$ cat src/rtl/pfb_pkg.sv
package pfb_pkg;
   typedef enum logic [1:0] {
      SZ_BYTE = 2'd0,
      SZ_HALF = 2'd1,
      SZ_WORD = 2'd2
   } acc_size_e;
endpackage

$ cat src/rtl/pfb_fifo.sv
module pfb_fifo #(
   parameter int DEPTH = 8,
   parameter int DW    = 16
) (
   input  logic          clk,
   input  logic          rst_n,
   input  logic          clr,
   input  logic          push,
   input  logic [DW-1:0] wdata,
   input  logic          pop,
   output logic [DW-1:0] head,
   output logic          empty,
   output logic          full
);
   localparam int PW = (DEPTH > 1) ? $clog2(DEPTH) : 1;
   localparam int CW = $clog2(DEPTH + 1);

   if (DEPTH < 2 || (DEPTH & (DEPTH - 1)) != 0) begin : g_bad_depth
      $error("pfb_fifo: DEPTH must be a power of two of at least 2");
   end

   logic [PW-1:0] rd_q, wr_q, rd_e, wr_e;
   logic [CW-1:0] cnt_q, cnt_e;
   logic [DEPTH-1:0][DW-1:0] slot_v;

   // a restart in this cycle makes the buffer look empty at once
   assign rd_e  = clr ? '0 : rd_q;
   assign wr_e  = clr ? '0 : wr_q;
   assign cnt_e = clr ? '0 : cnt_q;
   assign empty = (cnt_e == '0);
   assign full  = (cnt_e == CW'(DEPTH));
   assign head  = slot_v[rd_e];

   for (genvar g = 0; g < DEPTH; g++) begin : g_slot
      logic [DW-1:0] q;
      always_ff @(posedge clk or negedge rst_n) begin
         if (!rst_n)                           q <= '0;
         else if (push && (wr_e == PW'(g)))    q <= wdata;
      end
      assign slot_v[g] = q;
   end

   always_ff @(posedge clk or negedge rst_n) begin
      if (!rst_n) begin
         rd_q  <= '0;
         wr_q  <= '0;
         cnt_q <= '0;
      end else begin
         rd_q  <= rd_e + PW'(pop);
         wr_q  <= wr_e + PW'(push);
         cnt_q <= cnt_e + CW'(push) - CW'(pop);
      end
   end


   no_overflow_chk: assert property (@(posedge clk) disable iff (!rst_n)
      push |-> !full);


   no_underflow_chk: assert property (@(posedge clk) disable iff (!rst_n)
      pop |-> (!empty || push));
endmodule

$ cat src/rtl/pfb_refill.sv
module pfb_refill #(
   parameter int AW = 32,
   parameter int WW = 8
) (
   input  logic          clk,
   input  logic          rst_n,
   input  logic          en,
   input  logic          restart,
   input  logic [AW-1:0] restart_addr,
   input  logic [WW-1:0] wait_n,
   input  logic [WW-1:0] wait_s,
   input  logic          freeze,
   input  logic          adv,
   input  logic          full,
   output logic          fill,
   output logic [AW-1:0] fetch_addr,
   output logic          stalled
);
   logic [WW-1:0] cnt_q, cnt_e;
   logic [AW-1:0] addr_q;
   logic          stall_q, stall_e, run, expire;

   assign stall_e    = restart ? 1'b0 : stall_q;
   assign cnt_e      = restart ? wait_n : cnt_q;
   assign fetch_addr = restart ? restart_addr : addr_q;
   assign stalled    = stall_q;

   assign run    = adv && en && !stall_e && !freeze;
   assign expire = run && (cnt_e == WW'(1));
   assign fill   = expire && !full;

   always_ff @(posedge clk or negedge rst_n) begin
      if (!rst_n) begin
         stall_q <= 1'b1;
         cnt_q   <= WW'(1);
         addr_q  <= '0;
      end else begin
         stall_q <= freeze ? 1'b1 : stall_e;
         if (run) cnt_q <= expire ? wait_s : cnt_e - WW'(1);
         else     cnt_q <= cnt_e;
         addr_q  <= fill ? fetch_addr + AW'(2) : fetch_addr;
      end
   end


   frozen_chk: assert property (@(posedge clk) disable iff (!rst_n)
      (stall_q && !restart) |=> (cnt_q == $past(cnt_q)));


   full_hold_chk: assert property (@(posedge clk) disable iff (!rst_n)
      (full && !restart) |=> (addr_q == $past(addr_q)));
endmodule

$ cat src/rtl/rom_prefetch_buf.sv
module rom_prefetch_buf
   import pfb_pkg::*;
#(
   parameter int            AW      = 32,
   parameter int            WW      = 8,
   parameter int            DEPTH   = 8,
   parameter logic [AW-1:0] ROM_LO  = AW'(32'h0800_0000),
   parameter logic [AW-1:0] ROM_HI  = AW'(32'h0E00_0000),
   parameter logic [AW-1:0] SAVE_HI = AW'(32'h1000_0000)
) (
   input  logic          clk,
   input  logic          rst_n,
   input  logic          req_valid,
   input  logic [AW-1:0] req_addr,
   input  logic [1:0]    req_size,
   input  logic          req_seq,
   input  logic          req_write,
   input  logic          tick,
   input  logic          pf_en,
   input  logic          ctrl_wr,
   input  logic [WW-1:0] wait_n,
   input  logic [WW-1:0] wait_s,
   output logic [AW-1:0] rom_addr,
   input  logic [15:0]   rom_data,
   output logic [31:0]   rd_data,
   output logic          ready
);
   localparam int HW = 16;

   if (ROM_LO >= ROM_HI || ROM_HI > SAVE_HI) begin : g_bad_window
      $error("rom_prefetch_buf: address windows out of order");
   end
   if (AW < 2 || WW < 1) begin : g_bad_width
      $error("rom_prefetch_buf: widths too small");
   end

   acc_size_e     sz;
   logic          in_rom, in_save, first, is_rd, pf_rd, dir_rd, freeze;
   logic          restart, adv, fill, stalled, empty, full, pf_hit, dir_hit;
   logic          take, last, busy_q, half_q;
   logic [AW-1:0] fetch_addr, base_addr;
   logic [HW-1:0] head, take_data, lo_q;
   logic [WW-1:0] dcnt_q, dcnt_e;

   assign sz        = acc_size_e'(req_size);
   assign in_rom    = (req_addr >= ROM_LO) && (req_addr < ROM_HI);
   assign in_save   = (req_addr >= ROM_HI) && (req_addr < SAVE_HI);
   assign base_addr = {req_addr[AW-1:1], 1'b0};

   assign first   = req_valid && !busy_q;
   assign is_rd   = req_valid && !req_write && in_rom;
   assign pf_rd   = is_rd && pf_en;
   assign dir_rd  = is_rd && !pf_en;
   assign freeze  = ctrl_wr || (req_valid && in_save) || (req_valid && req_write && in_rom);
   assign restart = first && pf_rd && (!req_seq || stalled);
   assign adv     = pf_rd ? 1'b1 : tick;

   pfb_refill #(.AW(AW), .WW(WW)) u_refill (
      .clk(clk), .rst_n(rst_n), .en(pf_en), .restart(restart),
      .restart_addr(base_addr), .wait_n(wait_n), .wait_s(wait_s),
      .freeze(freeze), .adv(adv), .full(full), .fill(fill),
      .fetch_addr(fetch_addr), .stalled(stalled)
   );

   pfb_fifo #(.DEPTH(DEPTH), .DW(HW)) u_fifo (
      .clk(clk), .rst_n(rst_n), .clr(restart), .push(fill), .wdata(rom_data),
      .pop(pf_hit), .head(head), .empty(empty), .full(full)
   );

   // direct path when prefetch is off: plain ROM wait per halfword
   assign dcnt_e  = first ? (req_seq ? wait_s : wait_n) : dcnt_q;
   assign dir_hit = dir_rd && (dcnt_e == WW'(1));

   assign pf_hit    = pf_rd && (!empty || fill);
   assign take      = pf_hit || dir_hit;
   assign take_data = (pf_rd && !empty) ? head : rom_data;
   assign last      = (sz != SZ_WORD) || half_q;
   assign ready     = is_rd ? (take && last) : 1'b1;
   assign rom_addr  = dir_rd ? (base_addr + (half_q ? AW'(2) : AW'(0))) : fetch_addr;

   always_comb begin
      case (sz)
         SZ_BYTE: rd_data = {24'd0, req_addr[0] ? take_data[15:8] : take_data[7:0]};
         SZ_WORD: rd_data = {take_data, lo_q};
         default: rd_data = {16'd0, take_data};
      endcase
   end

   always_ff @(posedge clk or negedge rst_n) begin
      if (!rst_n) begin
         busy_q <= 1'b0;
         half_q <= 1'b0;
         lo_q   <= '0;
         dcnt_q <= WW'(1);
      end else begin
         busy_q <= req_valid && !ready;
         if (take) half_q <= !last;
         if (take && !last) lo_q <= take_data;
         if (dir_rd) dcnt_q <= dir_hit ? wait_s : dcnt_e - WW'(1);
      end
   end


   freeze_sets_stall_chk: assert property (@(posedge clk) disable iff (!rst_n)
      freeze |=> stalled);


   restart_clears_chk: assert property (@(posedge clk) disable iff (!rst_n)
      (restart && !ctrl_wr) |=> !stalled);


   direct_no_fill_chk: assert property (@(posedge clk) disable iff (!rst_n)
      dir_rd |-> !fill);


   wait_nonzero_chk: assert property (@(posedge clk) disable iff (!rst_n)
      req_valid |-> ((wait_n != '0) && (wait_s != '0)));
endmodule

$ cat config.mk
export PLATFORM = sky130hd
export DESIGN_NAME = rom_prefetch_buf
export DESIGN_NICKNAME = d
export VERILOG_FILES = /design/src/rtl/pfb_pkg.sv /design/src/rtl/pfb_fifo.sv /design/src/rtl/pfb_refill.sv /design/src/rtl/rom_prefetch_buf.sv
export SDC_FILE = /design/constraint.sdc
export NUM_CORES = 1
export LEC_CHECK = 0
export ABC_AREA = 1
export BUFFER_PORTS_ARGS = -buffer_cell sky130_fd_sc_hd__buf_2
export CORE_ASPECT_RATIO = 1.25
export CORE_MARGIN = 2
export CORE_UTILIZATION = 54
export CTS_BUF_LIST = sky130_fd_sc_hd__clkbuf_16
export DETAILED_ROUTE_END_ITERATION = 12
export PLACE_DENSITY = 0.77
export SLEW_MARGIN = 15
export SYNTH_ARGS = -nofsm -noshare
export SYNTH_HDL_FRONTEND = slang
export SYNTH_SLANG_ARGS = --single-unit
export TNS_END_PERCENT = 5
$ cat constraint.sdc
create_clock -name clk -period 3.3 [get_ports clk]
set_input_delay 0.165 -clock clk [delete_from_list [all_inputs] [get_ports clk]]
set_output_delay 0.165 -clock clk [all_outputs]
set_load 0.01 [all_outputs]
After elaboration in Yosys (flattened, before gate mapping)
Index checks and enable logic that the tools add are counted.

Add/sub/neg operators: 8. Magnitude comparators: 5. Equality and inequality tests: 12. Multiplexer cells: 22. Reductions and logical operators: 50.

Operators by type and width (number): $mux 32 (3); $ge 32x28->1 const B (2); $pmux 32 s2 (1); $mux 8 (7); $bmux 16 s3 (1); $add 32x2->32 (1); $add 32x2->32 const B (1); $lt 32x28->1 const B (1); $lt 32x29->1 const B (1); $mux 16 (2); $logic_and 1x1->1 (31); $eq 8x1->1 const B (2); $sub 8x1->8 const B (2); $eq 3x3->1 const B (4); $logic_not 1->1 (10); $add 3x1->3 (2); $eq 3x2->1 const B (2); $logic_or 1x1->1 (6); $mux 3 (2); $add 4x1->4 (1); $eq 4x4->1 const B (1); $logic_not 4->1 (1); $lt 3x4->1 const B (1); $mux 1 (4); other kinds (8) (8).

Register bits: 205. Input port bits: 74. Output and inout port bits: 65. Logic and storage cells: 115.

Logic depth before layout (Yosys ltp)
Gate-level depths: netlist of the first run.

Depth after elaboration: 19. Depth in mapped cells: 23. Mapped depth without buffers: 19.

Hierarchy
Synthesis of the first run repeated with hierarchy kept, for this count alone.

Cell total of the unflattened synthesis: 1983. Area, all modules: 13574.3 um^2.

Modules (own cells, without submodules): pfb_fifo (instances 1, cells an instance 816, area each 6670.1 um^2, seq. area each 3453.3 um^2); rom_prefetch_buf (instances 1, cells an instance 628, area each 3459.6 um^2, seq. area each 651.9 um^2); pfb_refill (instances 1, cells an instance 539, area each 3444.6 um^2, seq. area each 1028.5 um^2).

Worst setup path before layout of the first run
Ideal clock, no wire load.

Path type: flip-flop to flip-flop. Start point: reg u_refill.stall_q (netlist: u_refill.stalled). End point: reg u_fifo.cnt_q[2]. Library setup time: 0.124 ns. Arrival time: 3.253 ns. Required time: 3.176 ns. Path slack: -0.078 ns. Cell stages (with the launch flop): 20. Path buffers: 6. Clock period less this slack: 3.378 ns. Path through: dfstp_2 nor2_2 nor2_4 nand3_4 buf_6 buf_6 buf_2 buf_2 buf_1 nand2_1 ha_1 nand2_1 nand2_2 buf_2 nand2_1 nand2_1 nand2_1 ha_1 fa_1 xor2_1.

Cells in the longest elaborated chain, start to end: 11. Elaborated cells between the ends (all ways): 19. Classes of those cells: add/sub: 2; eq/ne: 2; mux: 3; reduce/logical: 12.

RTL lines: start, declared (RTL line pfb_refill.sv:21) `logic stall_q, stall_e, run, expire;`; start signal, assigned (RTL line pfb_refill.sv:38) `stall_q <= freeze ? 1'b1 : stall_e;`; parallel branches: the longest is 10 deep, another holds $add 4x1->4; $sub 4x1->4 (*) (RTL line pfb_fifo.sv:51) `cnt_q <= cnt_e + CW'(push) - CW'(pop);`; end signal, assigned (RTL line pfb_fifo.sv:51); end, declared (RTL line pfb_fifo.sv:23) `logic [CW-1:0] cnt_q, cnt_e;`.

Mark *: on every way between the ends. A chain may end at the register's enable or synchronous reset.

Worst setup path in the final report of the first run
Start point: reg busy_q. End point: out rd_data[15].

Cells in the longest elaborated chain, start to end: 10. Elaborated cells between the ends (all ways): 13. Classes of those cells: mux: 6; reduce/logical: 7.

RTL lines: start, declared (RTL line rom_prefetch_buf.sv:40) `logic take, last, busy_q, half_q;`; start signal, assigned (RTL line rom_prefetch_buf.sv:96) `busy_q <= req_valid && !ready;`; $logic_not 1->1 (*) (RTL line rom_prefetch_buf.sv:50) `assign first = req_valid && !busy_q;`; $logic_and 1x1->1 (*) (RTL line rom_prefetch_buf.sv:50); $logic_and 1x1->1 (*) (2 in a row) (RTL line rom_prefetch_buf.sv:55) `assign restart = first && pf_rd && (!req_seq || stalled);`; parallel branches: the longest is 4 deep, another holds $bmux 16 s3; $mux 16 (*) (RTL line rom_prefetch_buf.sv:76) `assign take_data = (pf_rd && !empty) ? head : rom_data;`; $pmux 32 s2 (*) (RTL line rom_prefetch_buf.sv:82) `case (sz)`; end, declared (RTL line rom_prefetch_buf.sv:25) `output logic [31:0] rd_data,`.

Mark *: on every way between the ends. The select of a mux whose other input is x is not followed.

==> out/results.ini, run 1 <==
[run_status]
status = completed

[setup_path]
cp_slowest_cell = dfrtp_1
rr_worst_depth = 16
reg2reg_slack_ns = 0.16
reg2reg_to = u_fifo.cnt_q[2]$_DFF_PN0_
timing.rr.start = busy_q$_DFF_PN0_
startpoint_type = flip-flop
path_buf_inv = 6
cpPeakStageDelay_ns = 0.40
cp_max_fo = 28
worstPathArrival_ns = 2.98
path_class = reg2out
cp_top_family = simple AND/OR/NAND/NOR gates
critPathCaptureType = output port
cp_cell_sequence = nor2_4 > inv_2 > nor2_4 > nand3_4 > buf_4 > nand2_2 > clkinvlp_4 > buf_6 > o21ai_0 > nand3_1 > nand3_1 > nand2_1 > inv_1 > o21ai_1 > buf_2
crit_required_ns = 3.13

[clocking]
cts_tree = built
path_clk_slew_ns = 0.06
cts_buffer_depth = 3
clk_latency_ns = 0.51
cts_sinks = 205
cts_buffers = 22
cts.htree.levels = 1
root_buffer = clkbuf_16

[min_path]
hp-start = req_addr[16]
hold_end = u_refill.addr_q[16]$_DFF_PN0_
hold_depth = 4
min_path_type = in2reg

[placed_design]
place_ws_ns = 0.0623
gp_congestion = 0.947
portBuffers = 138
hpwlAfterDp_mm = 23.6
placed_area_um2 = 13400

[floorplan]
core_area_um2 = 22800
num_rows = 62
die_w_um = 140
dieArea_um2 = 24300
die_y_um = 174
ios = 139
initial_core_util = 0.547

[routing]
drtPass1Iterations = 7
vias = 12200
wire_per_inst_um = 15.7
routed_wl_mm = 34.5
drc_errors = 0
drtAntennaViolNets = 0
drtIter0Drc = 1036
via_per_inst = 5.54

[global_route]
grt_first_pass_wirelength_mm = 57.6
antenna_found_initial = 0
grt_usage = 0.286
grt-ovfl-total = 0
grt_start_max_net_pins = 79
grt_pass1_vias = 11900

[timing]
period_minus_slack_ns = 3.14
skew_ns = 0.0175
setup_viol = 0
final-hold-violation-count = 0
timing.slew.headroom = 0.415
max_freq_mhz = 318
fin_setup_tns_ns = 0
max_slew.worst_pin.slew_ns = 0.877
period_share = 0.952
slew_violations = 0
final.setup.worst_slack_ns = 0.158
whs_ns = 0.0519

[cells_and_area]
area_delta_synth_final_pct = 15.3
final_util = 0.631
nNetsFinal = 1984
final_layout_size_suffix_gt1_frac = 0.154
antenna_cells = 0
final_cell_area_um2 = 14400
num-fill-cells = 2025

[logic_synthesis]
syn_inst = 1767
ys_seq_area_frac = 0.412
yosysUniqueCellTypes = 42
synthArstFlopShare = 1.00
synth_top_cells_by_count = nand2_1, dfrtp_1, o21ai_0, nor2_1, inv_1
yosys.area.top_type = dfrtp_1
avgSynthCellArea_um2 = 7.06
syn_nets = 1857
ys_top_cells_by_area = dfrtp_1, nand2_1, o21ai_0
synth_edf_count = 0
ys_ff_latch = 205
yosysMostFrequentCell = nand2_1
yosysTopAreaCellShare = 0.405
yosys_warnings = 0
synth-main-ff-cell = dfrtp_1
syn_area_um2 = 12500

[power_and_ir_drop]
leakage_nw = 7.47
p_per_area_nw_per_um2 = 384
irDropWorstVdd_v = 0.000476

[flow_run]
cap_violations = 0

## what timing repair did
item | CTS | global route
endpoints found under the setup margin | 34 | 44
pin swaps | 2 | 4
buffers inserted | 5 | 2
endpoints found under the hold margin | 71 | 0
gates resized for setup | 16 | 23
hold buffers | 10 | 0
## worst min-delay path: cells and delay by family
kind	cells	cell delay, ns
buffers and inverters	1	0.14
AND/OR/NAND/NOR	3	0.21
## stage by stage
stage | cells | power [mW]
global route | 2195 | 5.74
CTS | 2193 | 5.56
detailed placement | 2141 | 3.23
finish | 2195 | 5.53
floorplan | 1767 | 2.98
global placement | 2141 | 3.22
## flip-flops by register name (all words and copies together), names as in the netlist
name and flops:
busy_q 1, dcnt_q 8, half_q 1, lo_q 16, u_fifo.cnt_q 4, u_fifo.g_slot.q 128, u_fifo.rd_q 3, u_fifo.wr_q 3
u_refill.addr_q 32, u_refill.cnt_q 8, u_refill.stalled 1
## where the power goes
group | switching, mW | leakage, nW | total (mW) | internal, mW
clock | 0.989 | 0.332 | 2.31 | 1.32
combinational | 0.426 | 4.34 | 0.642 | 0.215
sequential | 0.0143 | 2.79 | 2.57 | 2.56
total | 1.43 | 7.47 | 5.53 | 4.10
## per-layer routing
metal	part of all wire	track usage	up-vias
li1	-	-	5954
met1	0.41	0.366	5630
met2	0.49	0.501	474
met3	0.056	0.0262	93
met4	0.039	0.112	0
met5	0	0	-
## layout make-up
cell class	instances	area [um2]	area share
multi-input combinational	1329	6500	0.452
sequential	205	5130	0.357
timing repair buffer	183	1140	0.0793
inverter	153	583	0.0405
clock buffer	23	576	0.0400
tap	288	360	0.0251
clock inverter	14	85.1	0.00592
## cells by family after synthesis
kind of cell	after synthesis	share of synthesized area
simple gates	950	0.323
buf+inv	233	0.0771
flops	205	0.412
fa+ha+maj	16	0.0167
xor+xnor	42	0.0295
compound gates	321	0.142
## how the worst max path moves through the flow
stage                                           from                         to  slack (ns)  depth (start not counted)
after floorplan           u_refill.stalled$_DFF_PN1_  u_fifo.cnt_q[2]$_DFF_PN0_       0.003                         19
after global placement    u_refill.stalled$_DFF_PN1_  u_fifo.cnt_q[2]$_DFF_PN0_        0.20                         15
after detailed placement  u_refill.stalled$_DFF_PN1_  u_fifo.cnt_q[2]$_DFF_PN0_        0.06                         15
after CTS                         half_q$_DFFE_PN0P_               rom_addr[25]        0.04                         14
after global routing              half_q$_DFFE_PN0P_               rom_addr[25]       -0.02                         14
final                               busy_q$_DFF_PN0_                rd_data[15]        0.16                         15
## cells in the final DEF (no fill, tap or decap), types with 3 or more instances in the layout
| master | instances |
|---|---|
| nor2_4 | 4 |
| xnor2_1 | 11 |
| a21boi_0 | 5 |
| nand2_2 | 7 |
| inv_1 | 147 |
| buf_12 | 6 |
| a21oi_1 | 27 |
| clkbuf_16 | 23 |
| o21ai_1 | 39 |
| dlygate4sd3_1 | 10 |
| o21ai_0 | 197 |
| dfrtp_1 | 202 |
| nand4_1 | 20 |
| nand3_4 | 3 |
| nor3_1 | 5 |
| inv_2 | 4 |
| clkinv_1 | 9 |
| buf_4 | 28 |
| a21boi_1 | 3 |
| o211ai_1 | 22 |
| or2_2 | 3 |
| o22ai_1 | 6 |
| dfstp_2 | 3 |
| ha_1 | 14 |
| nand3_2 | 22 |
| nor2_1 | 154 |
| nor2_2 | 12 |
| buf_2 | 137 |
| o21ai_2 | 20 |
| nor3_2 | 4 |
| xor2_1 | 31 |
| nand3_1 | 120 |
| nand2_1 | 585 |
No activity file was read; power rests on OpenSTA's default activity.
==> run 2: changes to the inputs <==
- CORE_UTILIZATION: 54 -> 45
- PLACE_DENSITY: 0.77 -> not set
- clock period: 3.3 -> 3.2 ns (I/O delays scaled with it)
==> run 2 against run 1 <==
- die area up 19%
- core utilization down 8.8 points
- combinational power up 8.1%
- setup slack worse by 0.056 ns
- wire length up 8.6%
- sequential power up 3%
- non-clock buffer count up 33
- hold slack worse by 0.021 ns
- critical path depth down 1
- clock-buffer cell count up 1
- critical path type unchanged
- largest cell class unchanged
==> out/results.ini, run 2 (synthesis gave the netlist of run 1 again) <==
[power_and_ir_drop]
p_sw_mw = 1.59
irDropWorstVdd_v = 0.000454
clkPwrFrac = 0.434
p_seq_frac = 0.449
p_int_mw = 4.32
power_mw = 5.92
leakage_nw = 7.69
p_per_area_nw_per_um2 = 397
power_frac_comb = 0.117
switching_share = 0.269

[cells_and_area]
final_cell_mix = nand2_1, dfrtp_1, o21ai_0, nor2_1, inv_1
fin_cells = 2298
nNetsFinal = 2021
final_layout_size_suffix_gt1_frac = 0.175
top_register = u_fifo.g_slot.q
reg_top3 = u_fifo.g_slot.q (128), u_refill.addr_q (32), lo_q (16)
largest_register_ffs = 128
final_common_cell = nand2_1
final_cell_area_um2 = 14900
antenna_cells = 0
final_util = 0.542
num-fill-cells = 2748
area_delta_synth_final_pct = 19.5

[floorplan]
initial_core_util = 0.454
die_y_um = 190
num_rows = 68
dieArea_um2 = 29100
die_w_um = 153
core_area_um2 = 27500
ios = 139

[global_route]
grt-ovfl-total = 0
grt_usage = 0.253
grt_first_pass_wirelength_mm = 60.0
antenna_found_initial = 0
grt_pass1_vias = 11500
grt_start_max_net_pins = 96

[clocking]
cts_tree = built
path_clk_slew_ns = 0.06
cts_buffer_depth = 3
cts_buffers = 24
cts.htree.levels = 1
root_buffer = clkbuf_16
cts_sinks = 205
clk_latency_ns = 0.54

[timing]
max_slew.worst_pin.slew_ns = 0.830
whs_ns = 0.0306
final-hold-violation-count = 0
max_freq_mhz = 323
final.setup.worst_slack_ns = 0.102
slew_violations = 0
period_share = 0.968
timing.slew.headroom = 0.447
setup_viol = 0
rsz0062_at_grt = true
period_minus_slack_ns = 3.10
fin_setup_tns_ns = 0
skew_ns = 0.0241

[min_path]
min_path_type = in2reg

[routing]
via_per_inst = 5.27
drtIter0Drc = 805
vias = 12100
drtAntennaViolNets = 0
drc_errors = 0
drtPass1Iterations = 5
wire_per_inst_um = 16.3
routed_wl_mm = 37.4

[setup_path]
path_class = reg2out
worstPathArrival_ns = 2.94
startpoint_type = flip-flop
crit_required_ns = 3.04
cp_max_fo = 16
critPathCaptureType = output port

[run_status]
status = completed

[placed_design]
hpwlAfterDp_mm = 25.4
gp_congestion = 0.870
portBuffers = 138
place_ws_ns = 0.0507
dp.cells = 2224
placed_area_um2 = 13700

[flow_run]
cap_violations = 0

[run 2: final timing paths]
kind / startpoint / depth (start not counted) / endpoint / slack, ns
worst min-delay path: rom_data[1] / 3 / u_fifo.g_slot[0].q[1]$_DFFE_PN0P_ / 0.03
worst max register to register: u_refill.stalled$_DFF_PN1_ / 16 / u_fifo.cnt_q[2]$_DFF_PN0_ / 0.20
min in group asynchronous: rst_n / 2 / dcnt_q[4]$_DFFE_PN0P_ / 0.23
worst min register to register: u_refill.addr_q[0]$_DFF_PN0_ / 2 / u_refill.addr_q[0]$_DFF_PN0_ / 0.46
max in group asynchronous: rst_n / 3 / u_fifo.g_slot[7].q[12]$_DFFE_PN0P_ / 2.02
worst max-delay path: u_refill.stalled$_DFF_PN1_ / 14 / rd_data[6] / 0.10
[run 2: area by class of cell]
class / instances / area, um2 / area share
multi-input combinational: 1331 / 6610 / 0.443
clock buffer: 24 / 601 / 0.0403
tap: 350 / 438 / 0.0294
timing repair buffer: 216 / 1420 / 0.0951
clock inverter: 19 / 125 / 0.00839
inverter: 153 / 583 / 0.0391
sequential: 205 / 5130 / 0.344
[run 2: power by group through the flow]
stage	sequential, mW	combinational [mW]	clock, mW
after global routing	2.66	0.779	2.72
after global placement	2.70	0.661	0
final	2.65	0.694	2.57
after floorplan	2.70	0.385	0
after CTS	2.65	0.683	2.63
after detailed placement	2.70	0.664	0
[run 2: per-layer routing]
metal / wire [um] / track usage / share of wire / vias to the layer above
met5: 0 / 0 / 0 / -
li1: - / - / - / 6049
met1: 15600 / 0.318 / 0.42 / 5648
met4: 950 / 0.0766 / 0.025 / 0
met3: 1720 / 0.0246 / 0.046 / 62
met2: 19100 / 0.460 / 0.51 / 340
[run 2: what timing repair did]
item	4_1_cts	5_1_grt
gates cloned	1	3
hold endpoints to repair	105	0
pin swaps	2	8
hold buffers	11	0
setup endpoints to repair	38	38
buffers inserted	6	10
gates resized for setup	12	31
[run 2: worst max-delay path, stage by stage (launching register included)]
cell,delay (ns)
dfstp_2,0.54
nor2_2,0.05
nor2_4,0.20
nand3_4,0.14
buf_4,0.17
nand2_2,0.07
ha_1,0.17
nand2_1,0.09
nand2_4,0.12
inv_4,0.14
nand3_1,0.25
nand3_1,0.15
nand3_1,0.09
nand2_1,0.06
buf_2,0.14
==> run 3: changes to the inputs <==
- GPL_TIMING_DRIVEN: not set -> 0
==> run 3 against run 2 <==
- the flow now finishes with violations (setup timing)
- core utilization increased by 3.1 points
- clock skew down 0.011 ns
- sequential share of layout area decreased by 1.9 points
- register-to-register slack lost 0.15 ns
- via count up 5.2%
- critical endpoint is now ready
- largest cell class unchanged
==> out/results.ini, run 3 (synthesis gave the netlist of run 1 again) <==
[cells_and_area]
final_layout_size_suffix_gt1_frac = 0.216
final_util = 0.573
final_common_cell = nand2_1
final_cell_area_um2 = 15800
antenna_cells = 0
top_register = u_fifo.g_slot.q
reg_top3 = u_fifo.g_slot.q (128), u_refill.addr_q (32), lo_q (16)
fin_cells = 2347
largest_register_ffs = 128
nNetsFinal = 2072
area_delta_synth_final_pct = 26.3
final_cell_mix = nand2_1, dfrtp_1, o21ai_0, nor2_1, inv_1

[power_and_ir_drop]
p_per_area_nw_per_um2 = 379
p_int_mw = 4.33
leakage_nw = 7.90
power_frac_comb = 0.134
irDropWorstVdd_v = 0.000391
p_seq_frac = 0.446
p_sw_mw = 1.64
switching_share = 0.275
clkPwrFrac = 0.420

[clocking]
cts_buffers = 25
cts.htree.levels = 1
cts_sinks = 205
path_clk_slew_ns = 0.06
cts_tree = built
root_buffer = clkbuf_16
cts_buffer_depth = 3
clk_latency_ns = 0.52

[floorplan]
core_area_um2 = 27500
die_y_um = 190
num_rows = 68
ios = 139
initial_core_util = 0.454
die_w_um = 153
dieArea_um2 = 29100

[timing]
rsz0062_at_grt = true
max_freq_mhz = 312
skew_ns = 0.0128
setup_viol = 1
period_minus_slack_ns = 3.21
slew_violations = 0
final-hold-violation-count = 0
period_share = 1.00
timing.slew.headroom = 0.334
final.setup.worst_slack_ns = -0.00762
max_slew.worst_pin.slew_ns = 0.996

[global_route]
grt_start_max_net_pins = 89
grt-ovfl-total = 0
grt_first_pass_wirelength_mm = 66.0
grt_pass1_vias = 12600
antenna_found_initial = 0
grt_usage = 0.285

[placed_design]
portBuffers = 135
placed_area_um2 = 13700
hpwlAfterDp_mm = 30.9
place_ws_ns = -0.554
dp.cells = 2254
gp_congestion = 0.915

[setup_path]
crit_required_ns = 3.04
cpPeakStageDelay_ns = 0.39
critPathCaptureType = output port
path_class = reg2out
cp_slowest_cell = dfrtp_1
cp_top_family = simple AND/OR/NAND/NOR gates
cp_max_fo = 7
startpoint_type = flip-flop
cp_cell_sequence = nor2_4 > inv_4 > nor2_4 > nand3_4 > buf_12 > buf_12 > buf_12 > o21ai_4 > ha_4 > nand3_4 > nor2_8 > nand4_1 > buf_4 > nand3_4 > nand2_4 > nand2_4 > buf_6
worstPathArrival_ns = 3.05
path_buf_inv = 6

[routing]
drtAntennaViolNets = 0
routed_wl_mm = 42.0
vias = 12700
highest_layer = met4
wl_met2_mm = 21.8
drtPass1Iterations = 7
via_per_inst = 5.42
wire_per_inst_um = 17.9
route.met3.wl_mm = 1.72
drc_errors = 0
drtIter0Drc = 800
wl_met1_mm = 16.6

[min_path]
min_path_type = in2reg

[run_status]
violations = setup timing
status = complete, but fails checks

[flow_run]
cap_violations = 0

run 3: cell count changes in the layout (fill, tap and decap cells not counted), moves of 22 or more:
cell / previous run / this run
nand2_2: 12 / 34
nand3_1: 122 / 96
clkbuf_1: 0 / 38
nand2_1: 578 / 540
o21ai_0: 197 / 169
o21ai_1: 37 / 60
run 3: timing repair:
item | 4_1_cts | 5_1_grt
resized for setup | 149 | 116
setup endpoints to repair | 214 | 191
pin swaps | 26 | 29
endpoints found under the hold margin | 217 | 0
hold buffers | 10 | 0
setup buffers | 31 | 10
gates cloned | 2 | 0
run 3: power groups by stage:
stage	Sequential, mW	Combinational, mW	Clock (mW)
after floorplan	2.70	0.385	0
after global placement	2.70	0.644	0
after detailed placement	2.70	0.661	0
after CTS	2.66	0.751	2.55
after global routing	2.67	0.885	2.64
final	2.66	0.798	2.51
run 3: metal layers:
metal / global-route usage / up-vias
li1: - / 6150
met1: 0.330 / 6076
met2: 0.526 / 392
met3: 0.0257 / 114
met4: 0.141 / 0
met5: 0 / -
run 3: final timing paths:
path                            slack (ns)                            endpoint                 start  depth (start not counted)
worst min register to register        0.47                lo_q[10]$_DFFE_PN0P_  lo_q[10]$_DFFE_PN0P_                          2
min in group asynchronous             0.11               dcnt_q[4]$_DFFE_PN0P_                 rst_n                          2
worst max register to register        0.05           u_fifo.cnt_q[1]$_DFF_PN0_      busy_q$_DFF_PN0_                         18
worst max-delay path                -0.008                               ready      busy_q$_DFF_PN0_                         17
max in group asynchronous             2.29  u_fifo.g_slot[1].q[10]$_DFFE_PN0P_                 rst_n                          3
worst min-delay path                  0.06                lo_q[15]$_DFFE_PN0P_          rom_data[15]                          5
run 3: final cells by class:
class                      instances  area (um2)
clock inverter                    17        73.8
timing repair buffer             190        1270
clock buffer                      25         626
multi-input combinational       1329        7110
inverter                         153         589
buffer                            78         513
fill                            2670       11700
sequential                       205        5130
tap                              350         438
run 3: through the flow:
step / power [mW] / TNS [ns] / hold WS [ns]
floorplan: 3.08 / 0 / -0.136
global placement: 3.35 / -412.62 / 0.448
detailed placement: 3.36 / -55.83 / 0.0664
CTS: 5.97 / -3.73 / 0.0435
global route: 6.19 / -1.34 / 0.0899
finish: 5.97 / -0.00762 / 0.0603
run 3: worst min-delay path: stages:
cell and delay, ns:
buf_2 0.13, nand2_4 0.07, nand2_4 0.06, nand3_1 0.07, nand2_1 0.06
